File: src/rtl/rl_pkg.sv
package rl_pkg;
  localparam int BYTE_W = 8;

  // Zero-extended byte number idx of a right-adjusted result word.
  function automatic logic [BYTE_W-1:0] byte_of(input logic [15:0] word, input int idx);
    logic [BYTE_W-1:0] b;
    for (int i = 0; i < BYTE_W; i++) begin
      b[i] = word[idx*BYTE_W + i];
    end
    return b;
  endfunction
endpackage

File: src/rtl/rl_lock_ctrl.sv
module rl_lock_ctrl (
  input  logic clk,
  input  logic rst,
  input  logic rd_lo,
  input  logic rd_hi,
  input  logic res_valid,
  output logic lock_q,
  output logic upd_accept,
  output logic upd_drop
);
  logic blocked;

  // The low-byte read cycle already counts as locked, so that the byte
  // returned on the bus and the byte still to come stay a matched pair.
  assign blocked    = lock_q | rd_lo;
  assign upd_accept = res_valid & ~blocked;
  assign upd_drop   = res_valid & blocked;

  always_ff @(posedge clk) begin
    if (rst)        lock_q <= 1'b0;
    else if (rd_hi) lock_q <= 1'b0;
    else if (rd_lo) lock_q <= 1'b1;
  end
endmodule

File: src/rtl/rl_byte_store.sv
module rl_byte_store #(
  parameter int RES_W = 10
) (
  input  logic                        clk,
  input  logic                        rst,
  input  logic                        load,
  input  logic [RES_W-1:0]            data,
  output logic [rl_pkg::BYTE_W-1:0]   lo_q,
  output logic [rl_pkg::BYTE_W-1:0]   hi_q
);
  localparam int NB = 2;
  logic [15:0] word;
  logic [rl_pkg::BYTE_W-1:0] bytes_q [NB];

  assign word = 16'(data);

  for (genvar g = 0; g < NB; g++) begin : g_byte
    always_ff @(posedge clk) begin
      if (rst)       bytes_q[g] <= '0;
      else if (load) bytes_q[g] <= rl_pkg::byte_of(word, g);
    end
  end

  assign lo_q = bytes_q[0];
  assign hi_q = bytes_q[1];
endmodule

File: src/rtl/rl_done_flag.sv
module rl_done_flag (
  input  logic clk,
  input  logic rst,
  input  logic set_evt,
  input  logic clr_evt,
  output logic flag_q
);
  always_ff @(posedge clk) begin
    if (rst)          flag_q <= 1'b0;
    else if (set_evt) flag_q <= 1'b1;
    else if (clr_evt) flag_q <= 1'b0;
  end
endmodule

File: src/rtl/rl_read_mux.sv
module rl_read_mux (
  input  logic                      rd_lo,
  input  logic                      rd_hi,
  input  logic [rl_pkg::BYTE_W-1:0] lo_q,
  input  logic [rl_pkg::BYTE_W-1:0] hi_q,
  output logic [rl_pkg::BYTE_W-1:0] rd_data
);
  always_comb begin
    if (rd_lo)      rd_data = lo_q;
    else if (rd_hi) rd_data = hi_q;
    else            rd_data = '0;
  end
endmodule

File: src/rtl/adc_result_latch.sv
module adc_result_latch #(
  parameter int RES_W = 10
) (
  input  logic             clk,
  input  logic             rst,
  input  logic             res_valid,
  input  logic [RES_W-1:0] res_data,
  input  logic             rd_lo,
  input  logic             rd_hi,
  input  logic             flag_clr,
  output logic [7:0]       rd_data,
  output logic             done_flag
);
  logic       lock_q;
  logic       upd_accept;
  logic       upd_drop;
  logic [7:0] lo_q;
  logic [7:0] hi_q;

  rl_lock_ctrl u_lock (
    .clk(clk), .rst(rst), .rd_lo(rd_lo), .rd_hi(rd_hi), .res_valid(res_valid),
    .lock_q(lock_q), .upd_accept(upd_accept), .upd_drop(upd_drop)
  );

  rl_byte_store #(.RES_W(RES_W)) u_store (
    .clk(clk), .rst(rst), .load(upd_accept), .data(res_data),
    .lo_q(lo_q), .hi_q(hi_q)
  );

  rl_done_flag u_flag (
    .clk(clk), .rst(rst), .set_evt(res_valid), .clr_evt(flag_clr), .flag_q(done_flag)
  );

  rl_read_mux u_mux (
    .rd_lo(rd_lo), .rd_hi(rd_hi), .lo_q(lo_q), .hi_q(hi_q), .rd_data(rd_data)
  );
endmodule

File: config.mk
export PLATFORM = sky130hd
export DESIGN_NAME = adc_result_latch
export DESIGN_NICKNAME = d
export VERILOG_FILES = /design/src/rtl/rl_pkg.sv /design/src/rtl/rl_lock_ctrl.sv /design/src/rtl/rl_byte_store.sv /design/src/rtl/rl_done_flag.sv /design/src/rtl/rl_read_mux.sv /design/src/rtl/adc_result_latch.sv
export SDC_FILE = /design/constraint.sdc
export NUM_CORES = 1
export LEC_CHECK = 0
export BUFFER_PORTS_ARGS = -buffer_cell sky130_fd_sc_hd__buf_2
export CORE_AREA = 10 10 47 49
export CTS_BUF_LIST = sky130_fd_sc_hd__clkbuf_8
export DETAILED_ROUTE_END_ITERATION = 8
export DIE_AREA = 0 0 57 59
export PLACE_DENSITY_LB_ADDON = 0.1
export REMOVE_ABC_BUFFERS = 1
export SLEW_MARGIN = 15
export SYNTH_ARGS = -nofsm -noshare
export SYNTH_HDL_FRONTEND = slang
export SYNTH_SLANG_ARGS = --single-unit
File: constraint.sdc
create_clock -name clk -period 2.13 [get_ports clk]
set_input_delay 0.3195 -clock clk [delete_from_list [all_inputs] [get_ports clk]]
set_output_delay 0.3195 -clock clk [all_outputs]
set_load 0.005 [all_outputs]
# Yosys cells after proc, flatten, opt, wreduce, memory -nomap -nowiden
# Memories as Yosys holds them, arrays and structs flattened.
# Index checks and enable logic that the tools add are counted.
# Widths: inputs -> output; s select.
dict set report totals {
  register_bits 2
  latchBits 0
  ram_bits 16
  mem_bits_ro 0
  output_inout_bits 9
  word_cells 21
  mem_count 1
}
dict set report op_classes {
  addsub 0
  n_mul 0
  div 0
  n_lt_le_gt_ge 0
  eq_ne 0
  shifts 0
  muxes 11
  bitwise_logic 5
  reduce_logical 2
}
# memory depth width rd rd_clocked_by_memory_dff write_ports line
set memory_table {}
lappend memory_table {u_store.bytes_q 2 8 2 0 2 rl_byte_store.sv:13} ;# logic [rl_pkg::BYTE_W-1:0] bytes_q [NB];
# op n
set op_table {}
lappend op_table {{$mux 8} 4}
lappend op_table {{$mux 1} 7}
lappend op_table {{$or 1x1->1} 3}
lappend op_table {{$reduce_bool 2->1} 1}
lappend op_table {{$reduce_or 2->1} 1}
lappend op_table {{$and 1x1->1} 1}
lappend op_table {{$not 1->1} 1}

# Depth between registers and ports, before layout
dict set report depth {
  word_depth 7
  ltp_mapped 3
}

# Hierarchy
# A second synthesis with hierarchy kept.
dict set report hier_totals {
  cells_unflattened 53
  area_unflattened_um2 646.9
}
# module n_inst cells_per_inst area_per_inst_um2 seq_area_each_um2
set modules_own_cells {}
lappend modules_own_cells {rl_byte_store 1 30 461.7 300.3}
lappend modules_own_cells {rl_read_mux 1 14 102.6 0.0}
lappend modules_own_cells {rl_lock_ctrl 1 5 43.8 20.0}
lappend modules_own_cells {rl_done_flag 1 4 38.8 20.0}

# Worst setup path before layout
# Ideal clock, no wire load.
dict set report synth_path {
  path_type {input to register}
  from {input res_valid}
  to {memory u_store.bytes_q[0][0] in the netlist's numbering (enable)}
  setup_time_ps 394
  t_arrival_ps 1231
  required_ps 1736
  path_slack_ps 506
  stages 2
  n_path_buf 0
  path_cell_list {inv_1 > o31ai_1}
}
# element line
set synth_rtl {}
lappend synth_rtl {{start, declared} adc_result_latch.sv:6} ;# input logic res_valid,
lappend synth_rtl {{end, declared} rl_byte_store.sv:13}

==> insert_results.sql <==
INSERT INTO impl_metrics (metric_group, metric, value, unit) VALUES
('sta', 'maxSlewHeadroom', '70.9', '%'),
('route', 'routed_wire_length_per_instance', '11.6', 'um'),
('route', 'antenna_violating_nets_remaining', '0', ''),
('floorplan', 'die-width', '57', 'um'),
('floorplan', 'std_cell_rows', '14', ''),
('sta', 'max_clock_freq', '837', 'MHz'),
('flow_run', 'drv_cap', '0', ''),
('placement', 'dpl.hpwl', '807', 'um'),
('critical_path', 'setup.worst_path.start_class', 'flop', ''),
('logic_synthesis', 'asyncSetResetFlopFracSynth', '0', '%'),
('critical_path', 'timing.critical_path.required', '1.81', 'ns'),
('clocking', 'cts_buffers', '3', ''),
('logic_synthesis', 'sequential_fraction_of_the_synthesis_area', '64.5', '%'),
('pwr', 'power.switching_fraction', '20.2', '%'),
('logic_synthesis', 'synth_flop_cell', 'edfxtp_1', ''),
('route', 'post_drt_via_cell_ratio', '4.28', ''),
('route', 'detailedRoute.firstIterationViolations', '1', ''),
('clocking', 'ctsLongestPathBuffers', '2', ''),
('sta', 'rsz0062_at_grt', 'false', ''),
('clocking', 'cts_setup_buffers', '0', ''),
('logic_synthesis', 'syn_inst', '43', ''),
('sta', 'timing.final.crit_share', '56.1', '%'),
('sta', 'clock-skew-final', '0.00207', 'ns'),
('sta', 'worst_slew_pin_slew', '0.434', 'ns'),
('pwr', 'power_per_cell_area', '742', 'nW/um2'),
('route', 'dr.pass1.iters', '2', ''),
('global_route', 'grt_max_degree', '14', ''),
('sta', 'hold_violations', '0', ''),
('pwr', 'ir_worst_vdd', '0.000351', 'V'),
('critical_path', 'worst-setup-path-type', 'flop to output port', ''),
('clocking', 'cts_hold_repair_buffers', '0', ''),
('sta', 'timing.final.setup_violations', '0', ''),
('logic_synthesis', 'cell_area_synth', '528', 'um2'),
('logic_synthesis', 'syn_area_per_cell', '12.3', 'um2'),
('route', 'drt_drc_violations_left', '0', ''),
('route', 'routed-via-count', '372', ''),
('pwr', 'total_switching_power', '0.107', 'mW'),
('floorplan', 'boundaryPins', '25', ''),
('sta', 'final_period_minus_worst_setup_slack', '1.20', 'ns'),
('clocking', 'cts.sink_count', '12', ''),
('placement', 'portBuffers', '24', ''),
('pwr', 'internal_power', '0.424', 'mW'),
('route', 'finalWirelength', '1.01', 'mm'),
('floorplan', 'initial_utilization', '37.7', '%'),
('logic_synthesis', 'yosys_warnings', '0', ''),
('sta', 'tns', '0', 'ns'),
('clocking', 'root_buffer_cell', 'clkbuf_8', ''),
('layout', 'synthToLayoutAreaGrowth', '35.8', '%'),
('clocking', 'path_clk_slew', '0.05', 'ns'),
('floorplan', 'die_height', '59', 'um'),
('critical_path', 'arrival', '0.88', 'ns'),
('logic_synthesis', 'synth.largest_area_cell', 'edfxtp_1', ''),
('sta', 'whs', '0.277', 'ns'),
('pwr', 'combPwrFrac', '9.6', '%'),
('logic_synthesis', 'synthMostInstantiatedCell', 'and2_1', ''),
('global_route', 'grt_util_all_layers', '6.28', '%'),
('global_route', 'number_of_antenna_violations_at_the_first_check_in_global_routing', '0', ''),
('sta', 'timing_max_transition_violations_final', '0', ''),
('critical_path', 'setup.worst_path.end_class', 'output port', ''),
('critical_path', 'critPathMaxFanout', '1', ''),
('logic_synthesis', 'yosys.cell_types.count', '13', ''),
('clocking', 'ctsResizeCount', '0', ''),
('layout', 'post_layout_net_count', '88', ''),
('pwr', 'leakagePower', '0.339', 'nW'),
('logic_synthesis', 'post_synth_most_frequent_cells', 'and2_1, edfxtp_1, nand2_1', ''),
('layout', 'drive_above_1_share', '40.8', '%'),
('global_route', 'grt_first_pass_wirelength', '1.70', 'mm'),
('logic_synthesis', 'synth_seq_cells', '12', ''),
('logic_synthesis', 'synth_enable_flop_cells', '10', ''),
('clocking', 'ctsHtreeMaxLevel', '1', ''),
('pwr', 'p_seq_share', '51.6', '%'),
('logic_synthesis', 'synth.top_cells.by_area', 'edfxtp_1, and2_1, dfxtp_1', ''),
('layout', 'n_antenna_cell', '0', ''),
('run_status', 'outcome', 'complete, no violations', ''),
('logic_synthesis', 'yosys.area.top_type_share', '56.9', '%'),
('global_route', 'via_count_of_the_first_global_routing_pass', '404', ''),
('placement', 'placer_s_final_routability_congestion_estimate', '0.633', ''),
('clocking', 'worstSkewPairLatency', '0.24', 'ns'),
('pwr', 'clock_power_share', '38.8', '%'),
('clocking', 'cts_tree', 'built', ''),
('floorplan', 'fp.dieArea', '3360', 'um2'),
('min_path', 'hold_path_class', 'input pin to flop', ''),
('global_route', 'grt_overflow_total', '0', ''),
('floorplan', 'core', '1400', 'um2');
==> metal layers <==
metal | vias to the layer above | global-route usage, % | routed length (um) | part of all wire (%)
met5 | - | 0 | 0 | 0
met4 | 0 | 2.01 | 15 | 1.5
met2 | 18 | 10.5 | 489 | 48
met1 | 153 | 5.96 | 395 | 39
li1 | 199 | - | - | -
met3 | 2 | 4.51 | 113 | 11
==> registers in the layout, summed over array words and instances, names as in the netlist <==
signal and flops:
u_flag.flag_q 1, u_store.bytes_q 10, u_lock.lock_q 1
==> worst max-delay path, stage by stage (launching register included) <==
cell and delay [ns]:
edfxtp_1 0.31, nand2_1 0.04, o21ai_0 0.14, buf_2 0.14
==> path summary, 6_finish.rpt <==
check	startpoint	end	slack, ns	depth (start not counted)
setup / recovery	u_store.bytes_q[1][0]	rd_data[0]	0.93	3
setup reg to reg	u_lock.lock_q	u_store.bytes_q[0][5]	0.99	2
hold / removal	rd_hi	u_lock.lock_q	0.28	2
hold reg to reg	u_flag.flag_q	u_flag.flag_q	0.47	2
==> cell usage in the layout, fill, tap and decap left out <==
cell	Yosys	layout
edfxtp_1	10	10
dfxtp_1	2	2
nor3_1	1	1
nor2_1	1	1
o21ai_0	2	2
and2_1	16	16
buf_4	0	1
nand2_1	4	4
clkbuf_8	0	3
nand2b_1	1	1
buf_2	0	24
a21oi_1	1	1
inv_1	2	3
nor4b_4	1	1
o31ai_1	1	1
==> logic make-up (layout without fill, tap and decap cells) <==
kind of cell	count (synthesis)	in the layout	share of synthesized area (%)
simple gates	24	24	29.1
compound gates	4	4	4.27
flops	12	12	64.5
buf+inv	3	31	2.13
==> power by group through the flow <==
stage / sequential, mW / clock (mW) / combinational [mW]
2_1_floorplan: 0.279 / 0 / 0.0206
3_3_place_gp: 0.279 / 0 / 0.0520
3_5_place_dp: 0.279 / 0 / 0.0526
4_1_cts: 0.274 / 0.213 / 0.0527
5_1_grt: 0.276 / 0.225 / 0.0584
6_report: 0.274 / 0.206 / 0.0511
==> final cells by class <==
cell class	count	area, um2
well taps	16	20.0
clock buffers	3	41.3
multi-input cells	28	176
flip-flops and latches	12	340
clock inverters	1	3.75
inverters	2	7.51
repair buffers	25	128
fillers	140	684
==> per-stage QoR <==
| step | power (mW) | utilization [%] | setup WS, ns | area [um2] | cells |
|---|---|---|---|---|---|
| 2_1_floorplan | 0.299 | - | 0.506 | 524 | 42 |
| 3_3_place_gp | 0.331 | 47.9 | 0.851 | 672 | 83 |
| 3_5_place_dp | 0.332 | 47.9 | 0.818 | 672 | 83 |
| 4_1_cts | 0.540 | 51.2 | 0.915 | 717 | 87 |
| 5_1_grt | 0.559 | 51.2 | 0.825 | 717 | 87 |
| 6_report | 0.532 | 51.2 | 0.935 | 717 | 87 |
No activity file was read; power rests on OpenSTA's default activity.
